$ cat src/rtl/mdio_slv_pkg.sv
package mdio_slv_pkg;

    localparam int MDIO_AW = 5;
    localparam int MDIO_DW = 16;
    localparam int CNT_W   = $clog2(MDIO_DW + 1);

    typedef enum logic [2:0] {
        S_HUNT,
        S_PRE,
        S_ST,
        S_OP,
        S_ADDR,
        S_TA,
        S_WDATA,
        S_RDATA
    } mdio_st_e;

    typedef struct packed {
        mdio_st_e             st;
        logic [CNT_W-1:0]     cnt;
        logic [MDIO_DW-1:0]   sh;
        logic                 is_rd;
        logic                 hit;
        logic [MDIO_AW-1:0]   raddr;
        logic                 wr;
        logic [MDIO_DW-1:0]   wdata;
        logic                 oe;
    } mdio_ctl_t;

endpackage

$ cat src/rtl/mdio_slv_match.sv
module mdio_slv_match #(
    parameter int             AW       = 5,
    parameter logic [AW-1:0]  PHY_ADDR = 1,
    parameter bit             BCAST_EN = 1'b1
) (
    input  logic [2*AW-1:0] field,
    output logic            hit,
    output logic [AW-1:0]   regad
);

    logic [AW-1:0] phyad;
    logic          own;
    logic          bcast;

    assign phyad = field[2*AW-1:AW];
    assign regad = field[AW-1:0];
    assign own   = (phyad == PHY_ADDR);

    generate
        if (BCAST_EN) begin : g_bcast
            assign bcast = (phyad == '0);
        end else begin : g_nobcast
            assign bcast = 1'b0;
        end
    endgenerate

    assign hit = own | bcast;

endmodule

$ cat src/rtl/mdio_slv_txsr.sv
module mdio_slv_txsr #(
    parameter int DW = 16
) (
    input  logic          clk,
    input  logic          rst_n,
    input  logic          load,
    input  logic          shift,
    input  logic [DW-1:0] load_val,
    output logic          bit_o
);

    logic [DW-1:0] q_d, q_q;
    logic          o_d, o_q;

    always_comb begin
        q_d = q_q;
        o_d = o_q;
        if (load) begin
            q_d = load_val;
            o_d = 1'b0;
        end else if (shift) begin
            o_d = q_q[DW-1];
            q_d = {q_q[DW-2:0], 1'b1};
        end
    end

    always_ff @(posedge clk or negedge rst_n) begin
        if (!rst_n) begin
            q_q <= '1;
            o_q <= 1'b1;
        end else begin
            q_q <= q_d;
            o_q <= o_d;
        end
    end

    assign bit_o = o_q;

endmodule

$ cat src/rtl/mdio_slave.sv
module mdio_slave
    import mdio_slv_pkg::*;
#(
    parameter logic [MDIO_AW-1:0] PHY_ADDR = 5'd1
) (
    input  logic               mdc,
    input  logic               rst_n,
    input  logic               mdio_i,
    output logic               mdio_o,
    output logic               mdio_oe,
    output logic [MDIO_AW-1:0] reg_addr,
    input  logic [MDIO_DW-1:0] reg_rdata,
    input  logic               reg_present,
    output logic               reg_wr,
    output logic [MDIO_DW-1:0] reg_wdata
);

    localparam int                AW        = MDIO_AW;
    localparam int                DW        = MDIO_DW;
    localparam logic [CNT_W-1:0]  ADDR_LAST = CNT_W'(2 * AW - 1);
    localparam logic [CNT_W-1:0]  DATA_LAST = CNT_W'(DW - 1);
    localparam logic [CNT_W-1:0]  RD_END    = CNT_W'(DW);

    mdio_ctl_t ctl_d, ctl_q;

    logic [2*AW-1:0] addr_field;
    logic            addr_hit;
    logic [AW-1:0]   addr_reg;
    logic            tx_load;
    logic            tx_shift;
    logic [DW-1:0]   tx_val;
    logic            tx_bit;

    assign addr_field = {ctl_q.sh[2*AW-2:0], mdio_i};

    mdio_slv_match #(
        .AW       (AW),
        .PHY_ADDR (PHY_ADDR),
        .BCAST_EN (1'b1)
    ) u_match (
        .field (addr_field),
        .hit   (addr_hit),
        .regad (addr_reg)
    );

    assign tx_load  = (ctl_q.st == S_TA) && ctl_q.is_rd && ctl_q.hit;
    assign tx_shift = (ctl_q.st == S_RDATA) && ctl_q.hit;
    assign tx_val   = reg_present ? reg_rdata : '1;

    mdio_slv_txsr #(
        .DW (DW)
    ) u_txsr (
        .clk      (mdc),
        .rst_n    (rst_n),
        .load     (tx_load),
        .shift    (tx_shift),
        .load_val (tx_val),
        .bit_o    (tx_bit)
    );

    always_comb begin
        ctl_d    = ctl_q;
        ctl_d.wr = 1'b0;
        unique case (ctl_q.st)
            S_HUNT: begin
                if (mdio_i) ctl_d.st = S_PRE;
            end
            S_PRE: begin
                if (!mdio_i) ctl_d.st = S_ST;
            end
            S_ST: begin
                ctl_d.cnt = '0;
                ctl_d.st  = mdio_i ? S_OP : S_HUNT;
            end
            S_OP: begin
                ctl_d.sh = {ctl_q.sh[DW-2:0], mdio_i};
                if (ctl_q.cnt == '0) begin
                    ctl_d.cnt = CNT_W'(1);
                end else begin
                    ctl_d.cnt = '0;
                    unique case ({ctl_q.sh[0], mdio_i})
                        2'b10: begin
                            ctl_d.is_rd = 1'b1;
                            ctl_d.st    = S_ADDR;
                        end
                        2'b01: begin
                            ctl_d.is_rd = 1'b0;
                            ctl_d.st    = S_ADDR;
                        end
                        default: ctl_d.st = S_HUNT;
                    endcase
                end
            end
            S_ADDR: begin
                ctl_d.sh  = {ctl_q.sh[DW-2:0], mdio_i};
                ctl_d.cnt = ctl_q.cnt + CNT_W'(1);
                if (ctl_q.cnt == ADDR_LAST) begin
                    ctl_d.hit   = addr_hit;
                    ctl_d.raddr = addr_reg;
                    ctl_d.cnt   = '0;
                    ctl_d.st    = S_TA;
                end
            end
            S_TA: begin
                if (ctl_q.is_rd) begin
                    ctl_d.oe  = ctl_q.hit;
                    ctl_d.cnt = '0;
                    ctl_d.st  = S_RDATA;
                end else if (ctl_q.cnt == '0) begin
                    ctl_d.cnt = CNT_W'(1);
                end else begin
                    ctl_d.cnt = '0;
                    ctl_d.st  = S_WDATA;
                end
            end
            S_WDATA: begin
                ctl_d.sh  = {ctl_q.sh[DW-2:0], mdio_i};
                ctl_d.cnt = ctl_q.cnt + CNT_W'(1);
                if (ctl_q.cnt == DATA_LAST) begin
                    ctl_d.wdata = {ctl_q.sh[DW-2:0], mdio_i};
                    ctl_d.wr    = ctl_q.hit & reg_present;
                    ctl_d.cnt   = '0;
                    ctl_d.st    = S_HUNT;
                end
            end
            S_RDATA: begin
                ctl_d.cnt = ctl_q.cnt + CNT_W'(1);
                if (ctl_q.cnt == RD_END) begin
                    ctl_d.oe  = 1'b0;
                    ctl_d.cnt = '0;
                    ctl_d.st  = S_HUNT;
                end
            end
            default: ctl_d.st = S_HUNT;
        endcase
    end

    always_ff @(posedge mdc or negedge rst_n) begin
        if (!rst_n) begin
            ctl_q <= '{st: S_HUNT, cnt: '0, sh: '0, is_rd: 1'b0, hit: 1'b0,
                       raddr: '0, wr: 1'b0, wdata: '0, oe: 1'b0};
        end else begin
            ctl_q <= ctl_d;
        end
    end

    assign mdio_oe   = ctl_q.oe;
    assign mdio_o    = ctl_q.oe ? tx_bit : 1'b1;
    assign reg_addr  = ctl_q.raddr;
    assign reg_wr    = ctl_q.wr;
    assign reg_wdata = ctl_q.wdata;

endmodule

$ cat config.mk
export PLATFORM = sky130hd
export DESIGN_NAME = mdio_slave
export DESIGN_NICKNAME = d
export VERILOG_FILES = /design/src/rtl/mdio_slv_pkg.sv /design/src/rtl/mdio_slv_match.sv /design/src/rtl/mdio_slv_txsr.sv /design/src/rtl/mdio_slave.sv
export SDC_FILE = /design/constraint.sdc
export NUM_CORES = 1
export LEC_CHECK = 0
export ABC_CLOCK_PERIOD_IN_PS = 3100
export BUFFER_PORTS_ARGS = -buffer_cell sky130_fd_sc_hd__clkbuf_2
export CAP_MARGIN = 5
export CORE_MARGIN = 3
export CORE_UTILIZATION = 35
export DETAILED_ROUTE_END_ITERATION = 10
export PLACE_DENSITY = 0.63
export RECOVER_POWER = 50
export SYNTH_ARGS = -nofsm -noshare
export SYNTH_HDL_FRONTEND = slang
export SYNTH_SLANG_ARGS = --single-unit
$ cat constraint.sdc
create_clock -name mdc -period 3.1 [get_ports mdc]
set_input_delay 0.62 -clock mdc [delete_from_list [all_inputs] [get_ports mdc]]
set_output_delay 0.62 -clock mdc [all_outputs]
set_load 0.05 [all_outputs]
=== Yosys cells after proc, flatten, opt, wreduce, memory -nomap -nowiden ===
Cells that the tools add are included.

* Logic and storage cells: 78
* Input port bits: 20
* RAM bits: 0
* Latch bits: 0
* Flip-flop bits (word level): 65
* Memories: 0
* ROM bits: 0
* Output and inout port bits: 24

* Divide/modulo/power cells: 0
* $add $sub $neg: 1
* Order comparisons: 0
* Equal/unequal tests: 21
* Shift-type cells: 0
* Multiplexer cells: 25
* Reduce and logical (&&, ||, !) cells: 17
* Multiply operators: 0
* Bitwise logic cells: 3

{| class="wikitable"
|+ Operators by type and width
! operator !! count
|-
| 16-bit 2-to-1 mux || 3
|-
| 17-bit 2-to-1 mux || 2
|-
| 8-bit 2-to-1 mux || 4
|-
| 5-bit case mux with 6 select lines || 1
|-
| 3-bit case mux with 8 select lines || 1
|-
| 3-bit 2-to-1 mux || 5
|-
| 3-bit == test, second input constant || 4
|-
| 2-bit != test, second input constant || 6
|-
| 5-bit by 4-bit == test with 1-bit output, second input constant || 2
|-
| 5-bit zero test || 2
|-
| 7-bit AND reduction || 1
|-
| 3-bit by 2-bit == test with 1-bit output, second input constant || 2
|-
| 1-bit 2-to-1 mux || 6
|-
| 3-bit AND reduction || 2
|-
| 2-bit nonzero test || 3
|-
| 6-bit nonzero test || 1
|-
| 5-bit by 1-bit adder with 5-bit output, second input constant || 1
|-
| 5-bit by 1-bit == test with 1-bit output, second input constant || 1
|-
| 5-bit == test, second input constant || 1
|-
| 1-bit case mux with 2 select lines || 2
|-
| 2-bit AND reduction || 2
|-
| 3-bit by 1-bit == test with 1-bit output, second input constant || 1
|-
| 1-bit logical AND || 3
|-
| 3-bit zero test || 1
|-
| other kinds (10) || 10
|}

=== Depth between registers and ports, before layout ===
* Word-level depth: 5
* Gate-level depth with buffers: 6
* Mapped depth without buffers: 6

=== Hierarchy ===
Synthesis repeated with hierarchy kept, for this count alone.

* Cell total of the unflattened synthesis: 287
* Area total of the unflattened synthesis: 3300.7 µm²

{| class="wikitable"
|+ Modules (own cells, without submodules)
! module !! cells each !! area an instance (µm²) !! seq. area each (µm²) !! times used
|-
| mdio_slave || 209 || 2451.1 || 1201.2 || 1
|-
| mdio_slv_txsr || 72 || 799.5 || 446.7 || 1
|-
| mdio_slv_match || 6 || 50.0 || 0.0 || 1
|}

=== Worst setup path after synthesis ===
Ideal clock, no wire load.

* Kind: register -> register
* Start point: register ctl_q[41] in the netlist's numbering
* End point: register ctl_q, in the netlist reg_wdata[10]
* Cell stages (with the launch flop): 6
* Library setup time: 0.125 ns
* Setup slack: 1.296 ns
* Clock period less this slack: 1.804 ns
* Path buffers: 1
* Required time: 2.975 ns
* Data arrival time: 1.679 ns
* Cells stage by stage: dfrtp_1 > ha_1 > nand3_2 > nor4_4 > buf_6 > mux2_2

* Word-level cells in the longest chain between the ends: 2

{| class="wikitable"
|+ RTL lines
! element !! RTL line !! RTL
|-
| start: declaration || mdio_slave.sv:24 || <nowiki>mdio_ctl_t ctl_d, ctl_q;</nowiki>
|-
| start signal: assignment || mdio_slave.sv:140 || <nowiki>ctl_q <= '{st: S_HUNT, cnt: '0, sh: '0, is_rd: 1'b0, hit: 1'b0,</nowiki>
|-
| start signal: assignment || mdio_slave.sv:143 || <nowiki>ctl_q <= ctl_d;</nowiki>
|-
| 5-bit by 4-bit == test with 1-bit output || mdio_slave.sv:119 || <nowiki>if (ctl_q.cnt == DATA_LAST) begin</nowiki>
|-
| 2-bit AND reduction (no source line) || - ||
|}

Every way passes these cells.
A chain may end at the register's enable or synchronous reset.

=== Final worst setup path ===
* Start point: register ctl_q[48] in the netlist's numbering
* End point: register ctl_q[23] in the netlist's numbering

* Word-level cells in the longest chain between the ends: 2

{| class="wikitable"
|+ RTL lines
! element !! RTL line !! RTL
|-
| 3-bit == test || mdio_slave.sv:64 || <nowiki>unique case (ctl_q.st)</nowiki>
|-
| 2-bit AND reduction (no source line) || - ||
|}

Every way passes these cells.

==> flow_summary.ini <==
[grt]
grt_use_total_pct = 13.0
grt_pass1_vias = 2102
antenna_found_initial = 0
grt_max_degree = 35
grt_pass1_wl_mm = 10.4
grt_overflow = 0

[routing]
drc_errors = 0
vias = 2118
routedWlPerCell_um = 14.9
vias_per_cell = 5.13
drt_iter0_markers = 103
first_pass_iters = 4
drtAntennaViolNets = 0
wirelength_mm = 6.16

[yosys]
synth.avg_cell_area_sq_um = 11.5
syn-num-nets = 301
yosysWarnings = 0
ys_async_sr_fraction_pct = 100
ys_seq_elements = 65
yosys-top-cells-area = dfrtp_1 38%, dfstp_2 14%, mux2_2 13%, buf_4 5.5%, o21ai_0 5.2%
ys_seq_area_share_pct = 52.1
synthCells = 276
ys_types = 49
synth_area_sq_mm = 0.00316
yosysTopAreaCell = dfrtp_1
synth_top_area_share_pct = 38.0
ys.flop_type = dfrtp_1
synth_edf_count = 0

[placement]
io_buffers = 43
dp_hpwl_mm = 4.21
dp_slack_ns = 1.03
dpl_cell_area_sq_mm = 0.00334
gp_congestion = 0.799

[power]
irDropWorstVdd_mv = 0.286
p_leak_nw = 1.67
power_per_cell_area_mw_per_mm2 = 724
power_w = 0.00257

[sta]
slew_viol_final = 32
finalSetupTns_ns = 0
rsz0062_at_grt = no
fin_crit_ns = 2.07
worst-slew-pin-transition_ns = 1.81
setup_ws_ns = 1.03
finalCritPeriodShare_pct = 66.8
hold_violations = 0
max_slew_margin_pct = -20.6
fin_skew_ns = 0.0133
max_freq_mhz = 483
setup_viol = 0

[clock_tree]
cts_resized = 0
htree_levels = 3
cts_buffers = 9
cts_hold_buf = 0
clock_sinks = 65
root_buffer = clkbuf_8
cts_setup_buffers = 0
clk_pin_slew_ns = 0.07
cts_tree = built
clk_latency_ns = 0.35
cts_buffer_depth = 2

[cells_and_area]
regArea_sq_mm = 0.00165
final_layout_size_suffix_gt1_share_pct = 37.4
antenna_cells = 0
fin_nets = 325
final_util_pct = 40.5
area_growth_pct = 12.3
fill_cells = 875
fin_area_sq_mm = 0.00355
final_common_cell = dfrtp_1
final_cell_mix = 48 x dfrtp_1, 36 x mux2_2, 33 x o21ai_0
multi_input_area_sq_mm = 0.00127

[status]
violations = capacitance limit, slew limit
status = complete, but fails checks

[critical_path]
worstSetupStartpointType = flop
reg2reg_from = ctl_q[48]
cp-end-kind = flop
cp.required_ns = 3.33
worstReg2RegEnd = ctl_q[23]
worstSetupPathType = reg2reg
rrSetupSlack_ns = 1.03
worstPathMaxFanout = 19
worstPathArrival_ns = 2.30
r2r.worst_path.cells = 3

[floorplanning]
pin_count = 44
die_h_um = 101
initial_core_util_pct = 36.1
core_region_area_sq_mm = 0.00876
die_area_sq_mm = 0.0102
fp.dieW_um = 101
row_count = 34

[hold_path]
holdCritStartpoint = u_txsr.q_q[15]
hp-class = reg2reg
worstHoldPathCells = 2
hold_path_end = u_txsr.bit_o

[run]
cap_violations = 1
[stage by stage]
stage	instances	hold WS, ns
2_1_floorplan	276	0.324
3_3_place_gp	397	0.452
3_5_place_dp	397	0.452
4_1_cts	413	0.379
5_1_grt	413	0.502
6_report	413	0.478
[cell usage after synthesis (all sizes together) (2+ instances only)]
cell,number
nand3,3
inv,7
dfrtp,48
o21ai,33
dfstp,17
nand2b,3
nor3b,2
a32o,3
o2111ai,2
nor4,3
nand2,26
nor2,4
or3,15
clkbuf,9
buf,26
ha,5
mux2i,2
nor2b,4
o211ai,3
mux2,36
a31o,2
a21oi,2
nor3,3
[power breakdown]
group	switching, W	internal [W]	leakage (nW)
clock	0.000357	0.000462	0.116
sequential	0.000192	0.000972	0.820
combinational	0.000289	0.000298	0.739
total	0.000838	0.00173	1.67
[state kept, by name, indices dropped and copies added (netlist names)]
name	count
mdio_oe	1
ctl_q	16
reg_wr	1
addr_field	9
u_txsr.bit_o	1
reg_addr	5
reg_wdata	16
u_txsr.q_q	16
[critical path: stages (launching register included)]
cell and delay (ns):
dfrtp_1 0.70, inv_1 0.30, nor3_2 0.56, mux2_2 0.39
[cell families after synthesis]
logic type	synth area share, %
mux	13.6
flops	52.1
simple gates	12.6
fa+ha+maj	1.98
compound gates	11.1
buf+inv	8.07
xor+xnor	0.554
[routing by layer]
layer / vias up / part of all wire [%] / track usage [%] / wire (um)
li1: 1011 / - / - / -
met1: 1055 / 46 / 17.4 / 2840
met2: 42 / 48 / 19.8 / 2960
met3: 10 / 4.0 / 4.22 / 249
met4: 0 / 1.7 / 4.60 / 106
met5: - / 0 / 0 / 0
[area by class of cell]
type	instances	share of cell area (%)
Multi-Input combinational cell	169	35.7
Inverter	7	0.740
Tap cell	108	3.81
Timing Repair Buffer	48	7.01
Sequential cell	65	46.4
Clock inverter	7	2.89
Clock buffer	9	3.49
[worst max path at each step]
| stage | start | end | slack (ns) | depth (start not counted) |
|---|---|---|---|---|
| final | ctl_q[48] | ctl_q[23] | 1.03 | 3 |
| after global routing | ctl_q[48] | u_txsr.q_q[8] | 0.88 | 4 |
| after CTS | ctl_q[48] | ctl_q[23] | 1.03 | 3 |
| after detailed placement | ctl_q[48] | reg_addr[4] | 1.03 | 3 |
| after global placement | ctl_q[48] | reg_addr[3] | 1.07 | 3 |
| after floorplan | ctl_q[41] | reg_wdata[10] | 1.30 | 5 |
Note: power is estimated with default switching activity, not from simulation.
